==> src/rtl/sbist_pkg.sv <==
package sbist_pkg;

    localparam int WORD_W = 32;
    localparam int SIZE_W = 11;

    typedef enum logic [1:0] {
        PH_IDLE  = 2'd0,
        PH_WRITE = 2'd1,
        PH_READ  = 2'd2,
        PH_DRAIN = 2'd3
    } sbist_phase_e;

    typedef struct packed {
        logic [SIZE_W-1:0] size;
        logic              en;
        logic              pause;
    } sbist_cfg_t;

    // Address-derived test word
    function automatic logic [WORD_W-1:0] sbist_pattern(input logic [WORD_W-1:0] a);
        return (a << 16) ^ ~a ^ 32'h3C3C_A5A5;
    endfunction

endpackage

==> src/rtl/sbist_size_dec.sv <==
module sbist_size_dec #(
    parameter int AW = 10
) (
    input  logic [sbist_pkg::SIZE_W-1:0] size_i,
    output logic [AW-1:0]                last_addr_o
);
    localparam int SW = sbist_pkg::SIZE_W;

    int eff;

    always_comb begin
        if ({{(32-SW){1'b0}}, size_i} > 32'(AW)) begin
            eff = AW;
        end else if (size_i == '0) begin
            eff = 1;
        end else begin
            eff = int'({{(32-SW){1'b0}}, size_i});
        end
        last_addr_o = AW'((64'd1 << eff) - 64'd1);
    end

endmodule

==> src/rtl/sbist_seq.sv <==
module sbist_seq
    import sbist_pkg::*;
#(
    parameter int AW = 10
) (
    input  logic              clk,
    input  logic              rst_n,
    input  logic              start_i,
    input  logic              pause_i,
    input  logic [SIZE_W-1:0] size_i,
    output logic              run_o,
    output logic              done_o,
    output logic              fail_o,
    output logic              mem_we_o,
    output logic              mem_re_o,
    output logic [AW-1:0]     mem_addr_o,
    output logic [WORD_W-1:0] mem_wdata_o,
    input  logic [WORD_W-1:0] mem_rdata_i
);
    typedef struct packed {
        sbist_phase_e  phase;
        logic [AW-1:0] addr;
        logic [AW-1:0] last;
        logic          chk_vld;
        logic [AW-1:0] chk_addr;
        logic          done;
        logic          fail;
    } seq_state_t;

    seq_state_t    seq_d, seq_q;
    logic [AW-1:0] last_dec;

    sbist_size_dec #(.AW(AW)) u_size_dec (
        .size_i      (size_i),
        .last_addr_o (last_dec)
    );

    always_comb begin
        seq_d       = seq_q;
        mem_we_o    = !pause_i && (seq_q.phase == PH_WRITE);
        mem_re_o    = !pause_i && (seq_q.phase == PH_READ);
        mem_addr_o  = seq_q.addr;
        mem_wdata_o = sbist_pattern(32'(seq_q.addr));

        seq_d.chk_vld  = mem_re_o;
        seq_d.chk_addr = seq_q.addr;
        if (seq_q.chk_vld && (mem_rdata_i != sbist_pattern(32'(seq_q.chk_addr)))) begin
            seq_d.fail = 1'b1;
        end

        unique case (seq_q.phase)
            PH_IDLE: begin
                if (start_i) begin
                    seq_d.phase   = PH_WRITE;
                    seq_d.addr    = '0;
                    seq_d.last    = last_dec;
                    seq_d.done    = 1'b0;
                    seq_d.fail    = 1'b0;
                    seq_d.chk_vld = 1'b0;
                end
            end
            PH_WRITE: begin
                if (!pause_i) begin
                    if (seq_q.addr == seq_q.last) begin
                        seq_d.phase = PH_READ;
                        seq_d.addr  = '0;
                    end else begin
                        seq_d.addr = seq_q.addr + 1'b1;
                    end
                end
            end
            PH_READ: begin
                if (!pause_i) begin
                    if (seq_q.addr == seq_q.last) begin
                        seq_d.phase = PH_DRAIN;
                    end else begin
                        seq_d.addr = seq_q.addr + 1'b1;
                    end
                end
            end
            PH_DRAIN: begin
                seq_d.phase = PH_IDLE;
                seq_d.done  = 1'b1;
            end
            default: seq_d.phase = PH_IDLE;
        endcase
    end

    always_ff @(posedge clk or negedge rst_n) begin
        if (!rst_n) begin
            seq_q <= '{phase: PH_IDLE, default: '0};
        end else begin
            seq_q <= seq_d;
        end
    end

    assign run_o  = (seq_q.phase != PH_IDLE);
    assign done_o = seq_q.done;
    assign fail_o = seq_q.fail;

    // a paused channel touches no memory and keeps its address
    a_r7_pause_no_access: assert property (@(posedge clk) disable iff (!rst_n)
        pause_i |-> !(mem_we_o || mem_re_o));
    a_r7_pause_holds_addr: assert property (@(posedge clk) disable iff (!rst_n)
        (pause_i && (seq_q.phase == PH_WRITE || seq_q.phase == PH_READ)) |=> $stable(mem_addr_o));
    // every run that ends leaves complete set
    a_r8_end_sets_done: assert property (@(posedge clk) disable iff (!rst_n)
        $fell(run_o) |-> done_o);
    // addresses never leave the latched range
    a_r3_addr_in_range: assert property (@(posedge clk) disable iff (!rst_n)
        (mem_we_o || mem_re_o) |-> (mem_addr_o <= seq_q.last));
    // no write and read in the same cycle
    a_r6_we_re_apart: assert property (@(posedge clk) disable iff (!rst_n)
        $countones({mem_we_o, mem_re_o}) <= 1);

endmodule

==> src/rtl/sbist_ctl.sv <==
module sbist_ctl
    import sbist_pkg::*;
#(
    parameter int I_AW = 10,
    parameter int D_AW = 10
) (
    input  logic              clk,
    input  logic              rst_n,
    input  logic              cfg_we,
    input  logic [31:0]       cfg_wdata,
    output logic [31:0]       cfg_rdata,
    output logic              inst_use_en,
    output logic              data_use_en,
    output logic              inst_mem_we,
    output logic              inst_mem_re,
    output logic [I_AW-1:0]   inst_mem_addr,
    output logic [31:0]       inst_mem_wdata,
    input  logic [31:0]       inst_mem_rdata,
    output logic              data_mem_we,
    output logic              data_mem_re,
    output logic [D_AW-1:0]   data_mem_addr,
    output logic [31:0]       data_mem_wdata,
    input  logic [31:0]       data_mem_rdata
);
    typedef struct packed {
        sbist_cfg_t icfg;
        sbist_cfg_t dcfg;
    } ctl_state_t;

    ctl_state_t ctl_d, ctl_q;
    logic       i_start, d_start;
    logic       i_run, i_done, i_fail;
    logic       d_run, d_done, d_fail;
    logic       unused_rsvd_bits;

    assign unused_rsvd_bits = ^{cfg_wdata[20:19], cfg_wdata[4:3]};

    always_comb begin
        ctl_d   = ctl_q;
        i_start = 1'b0;
        d_start = 1'b0;
        if (cfg_we) begin
            ctl_d.icfg = '{size: cfg_wdata[31:21], en: cfg_wdata[18], pause: cfg_wdata[17]};
            ctl_d.dcfg = '{size: cfg_wdata[15:5],  en: cfg_wdata[2],  pause: cfg_wdata[1]};
            i_start    = cfg_wdata[16] && ctl_q.icfg.en && !i_run;
            d_start    = cfg_wdata[0]  && ctl_q.dcfg.en && !d_run;
        end
    end

    always_ff @(posedge clk or negedge rst_n) begin
        if (!rst_n) begin
            ctl_q <= '0;
        end else begin
            ctl_q <= ctl_d;
        end
    end

    sbist_seq #(.AW(I_AW)) u_inst_seq (
        .clk         (clk),
        .rst_n       (rst_n),
        .start_i     (i_start),
        .pause_i     (ctl_q.icfg.pause),
        .size_i      (ctl_d.icfg.size),
        .run_o       (i_run),
        .done_o      (i_done),
        .fail_o      (i_fail),
        .mem_we_o    (inst_mem_we),
        .mem_re_o    (inst_mem_re),
        .mem_addr_o  (inst_mem_addr),
        .mem_wdata_o (inst_mem_wdata),
        .mem_rdata_i (inst_mem_rdata)
    );

    sbist_seq #(.AW(D_AW)) u_data_seq (
        .clk         (clk),
        .rst_n       (rst_n),
        .start_i     (d_start),
        .pause_i     (ctl_q.dcfg.pause),
        .size_i      (ctl_d.dcfg.size),
        .run_o       (d_run),
        .done_o      (d_done),
        .fail_o      (d_fail),
        .mem_we_o    (data_mem_we),
        .mem_re_o    (data_mem_re),
        .mem_addr_o  (data_mem_addr),
        .mem_wdata_o (data_mem_wdata),
        .mem_rdata_i (data_mem_rdata)
    );

    assign cfg_rdata = {ctl_q.icfg.size, i_done, i_fail, ctl_q.icfg.en, ctl_q.icfg.pause, i_run,
                        ctl_q.dcfg.size, d_done, d_fail, ctl_q.dcfg.en, ctl_q.dcfg.pause, d_run};

    assign inst_use_en = !ctl_q.icfg.en;
    assign data_use_en = !ctl_q.dcfg.en;

    // a run only begins when enable was set beforehand
    a_r4_inst_start_gated: assert property (@(posedge clk) disable iff (!rst_n)
        $rose(i_run) |-> $past(ctl_q.icfg.en));
    a_r4_data_start_gated: assert property (@(posedge clk) disable iff (!rst_n)
        $rose(d_run) |-> $past(ctl_q.dcfg.en));
    // test traffic only while the memory is withheld from normal use
    a_r5_inst_withheld: assert property (@(posedge clk) disable iff (!rst_n)
        (inst_mem_we || inst_mem_re) |-> !inst_use_en);
    a_r5_data_withheld: assert property (@(posedge clk) disable iff (!rst_n)
        (data_mem_we || data_mem_re) |-> !data_use_en);

endmodule

==> config.mk <==
export PLATFORM = sky130hd
export DESIGN_NAME = sbist_ctl
export DESIGN_NICKNAME = d
export VERILOG_FILES = /design/src/rtl/sbist_pkg.sv /design/src/rtl/sbist_size_dec.sv /design/src/rtl/sbist_seq.sv /design/src/rtl/sbist_ctl.sv
export SDC_FILE = /design/constraint.sdc
export NUM_CORES = 1
export LEC_CHECK = 0
export ABC_AREA = 1
export BUFFER_PORTS_ARGS = -buffer_cell sky130_fd_sc_hd__clkbuf_2
export CAP_MARGIN = 0
export CORE_MARGIN = 2
export CORE_UTILIZATION = 40
export DETAILED_ROUTE_END_ITERATION = 10
export GPL_ROUTABILITY_DRIVEN = 0
export PLACE_DENSITY = 0.8
export SYNTH_ARGS = -nofsm -noshare
export SYNTH_HDL_FRONTEND = slang
export SYNTH_SLANG_ARGS = --single-unit
==> constraint.sdc <==
create_clock -name clk -period 1.7 [get_ports clk]
set_input_delay 0 -clock clk [delete_from_list [all_inputs] [get_ports clk]]
set_output_delay 0 -clock clk [all_outputs]
set_load 0.03 [all_outputs]
==> impl_metrics.yaml <==
timing:
  hold_viol: 0
  fmax_mhz: 568
  setup_violations: 15
  period_needed_ns: 1.76
  slew_violations: 0
  hold_ws_ns: 0.0144
  clock_skew_ns: 0.00938
  timing.final.ws_setup_ns: -0.0605
  setup_tns_ns: -0.474
  post-route-period-util_pct: 104
  tightestPinTransition_ns: 0.567
  relSlewSlack_pct: 62.2
  rsz0062_at_grt: "true"
power_and_ir_drop:
  clockPowerShare_pct: 24.4
  p_sw_share_pct: 41.0
  p_leak_uw: 0.00459
  p_comb_share_pct: 43.3
  seq_power_share_pct: 32.3
  p_switching_uw: 3870
  power_density_mw_per_mm2: 1080
  peakVddDrop_mv: 0.583
  p_int_uw: 5580
synthesis:
  ys_seq_elements: 96
  synth.cell_area_mm2: 0.00649
  synth_edf_count: 0
  syn_area_per_cell_um2: 7.89
  synthArstFlopShare_pct: 100
  synthCells: 823
  synth-seq-area-share_pct: 37.0
  ys_warn_count: 0
  ys.flop_type: "dfrtp_1"
  yosys.area.top_type: "dfrtp_1"
  synth_cell_types: 46
  yosysTopAreaCellShare_pct: 37.0
  yosys-top-cells-area: "dfrtp_1 (37%), nand2_1 (11%), buf_4 (9.0%)"
floorplan:
  start_util_pct: 40.9
  placementRows: 46
  die_h_um: 131
  core_mm2: 0.0159
  io_pins: 221
  die_w_um: 131
  die-area_mm2: 0.0173
detailed_routing:
  vias_per_cell: 4.73
  routedWlPerCell_um: 13.5
  vias: 6084
  wl_mm: 17.4
  drc: 0
  drt-pass1-iter-count: 6
  drt_iter0_markers: 384
  antenna_left: 0
global_route:
  overflow: 0
  grt_use_total_pct: 19.4
  antenna_found_initial: 0
  grt_max_degree: 41
  first_global_vias: 5829
  grt_pass1_wl_mm: 27.3
place:
  placed_area_mm2: 0.00773
  numPlacedInstances: 1232
  port_buffers: 192
  pre_cts_slack_ns: -0.0992
  hpwlAfterDp_mm: 12.8
layout:
  area_growth_pct: 34.9
  antenna_cells: 0
  fin_nets: 1177
  drive_gt1_share_pct: 43.6
  final_cells: 1287
  final_area_mm2: 0.00876
clock_network:
  numCtsBuffers: 9
  tritoncts: "built"
  cts.reportedPaths.clkPinSlew_ns: 0.07
  clock_sinks: 96
  cts_max_path_buffers: 2
  root_buffer: "clkbuf_16"
  htree_levels: 3
  clk_latency_ns: 0.35
hold_path:
  min_path_type: "in -> reg"
  min_path_cells: 5
worst_setup_path:
  required_ns: 1.94
  worst_setup_path_start_kind: "register"
  arrival_ns: 2.00
  path_max_fanout: 5
  end_kind: "register"
  reg2reg_depth: 10
  setup.worst_path.class: "reg -> reg"
outcome:
  violations: "setup timing"
  status: "finished, violations left"
run:
  max_cap_violations: 0
==> per-stage QoR <==
stage               power, µW  utilization, %
finish                   9450            55.1
global route            10000            55.1
CTS                      9150            52.5
detailed placement       6690            48.6
global placement         6600            48.6
floorplan                5730               -
==> placed cells by master, fill, tap and decap left out, drive strengths merged, types with 10 or more instances in the layout <==
| cell | Yosys | routed |
|---|---|---|
| a21oi | 10 | 10 |
| buf | 88 | 96 |
| clkbuf | 7 | 200 |
| conb | 2 | 26 |
| dfrtp | 96 | 96 |
| dlygate4sd3 | 0 | 18 |
| ha | 12 | 12 |
| inv | 113 | 113 |
| nand2 | 207 | 207 |
| nand3 | 62 | 62 |
| nand4 | 21 | 21 |
| nor2 | 60 | 60 |
| o21ai | 57 | 57 |
| xnor2 | 23 | 23 |
| xor2 | 33 | 33 |
==> layout make-up <==
class                      count  area (µm²)
tap                          216         270
inverter                     114         453
sequential                    96        2420
timing repair buffer         303        1910
fill                        1392        7130
multi-input combinational    542        3360
clock inverter                 5        85.1
clock buffer                  11         253
==> Yosys cell counts (3+ instances only) <==
cell type  instances
xnor2_1           23
nand2_1          182
o21ai_4            3
nand4_1           21
o21ai_1           12
ha_1              12
a21oi_1            8
inv_2             10
xor2_1            33
nor2_2             5
nand2_4            4
nand3b_1           7
o21ai_2            5
buf_2              4
nor4_1             4
inv_1            102
nand3_1           54
clkbuf_1           7
nor2_4             8
nand3_2            6
nand2_2           21
nor3_1             7
o21ai_0           37
nor2_1            46
buf_4             78
dfrtp_1           96
buf_6              3
==> kinds of logic (layout without fill, tap and decap cells) <==
family | Yosys count | in the layout | share of synthesized area [%]
simple gates | 374 | 374 | 28.2
flops | 96 | 96 | 37.0
fa+ha+maj | 12 | 12 | 2.31
xor+xnor | 56 | 56 | 7.56
compound gates | 74 | 74 | 7.25
other cells | 2 | 26 | 0.116
buf+inv | 209 | 433 | 17.5
==> flip-flops by register name, summed over array words and instances, names as in the netlist <==
| signal | count |
|---|---|
| u_data_seq.mem_addr_o | 10 |
| u_data_seq.seq_q | 23 |
| cfg_rdata | 26 |
| u_inst_seq.seq_q | 23 |
| u_inst_seq.fail_o | 1 |
| u_inst_seq.mem_addr_o | 10 |
| u_data_seq.fail_o | 1 |
| u_inst_seq.done_o | 1 |
| u_data_seq.done_o | 1 |
==> per-layer routing <==
layer  part of all wire, %  routed length [µm]  track usage, %
met5                     0                   0               0
met4                   2.4                 421            7.61
met3                   6.3                1090            4.05
met2                    51                8930            34.6
met1                    40                6920            22.7
==> final timing paths <==
path	to	slack (ns)	startpoint
setup reg to reg	u_inst_seq.mem_addr_o[2]	-0.06	u_inst_seq.mem_addr_o[3]
setup / recovery	u_inst_seq.mem_addr_o[2]	-0.06	u_inst_seq.mem_addr_o[3]
hold reg to reg	u_data_seq.done_o	0.49	u_data_seq.done_o
min in group asynchronous	u_data_seq.seq_q[11]	0.18	rst_n
hold / removal	cfg_rdata[25]	0.01	cfg_wdata[25]
max in group asynchronous	u_inst_seq.seq_q[8]	0.91	rst_n
==> worst max-delay path, stage by stage (launching register included) <==
cell	delay, ns
dfrtp_2	0.45
xor2_1	0.17
nor3_1	0.16
nand4_1	0.14
nor2_2	0.19
nand2_2	0.12
buf_6	0.17
nand3_2	0.05
nand2_1	0.05
nand3_1	0.08
nand2_1	0.06
==> what timing repair did <==
item / CTS / global route
endpoints found under the setup margin: 21 / 37
setup buffers: 9 / 11
pin swaps: 18 / 38
gates cloned: 0 / 1
endpoints found under the hold margin: 55 / 0
hold buffers: 18 / 0
resized for setup: 12 / 108
==> power groups by stage <==
stage,clock (µW),sequential (µW),combinational (µW)
4_1_cts,2360,3040,3750
3_5_place_dp,0,3090,3600
6_report,2300,3050,4090
5_1_grt,2460,3110,4440
2_1_floorplan,0,3130,2600
3_3_place_gp,0,3080,3520
Power figures use the tool's default switching activity.
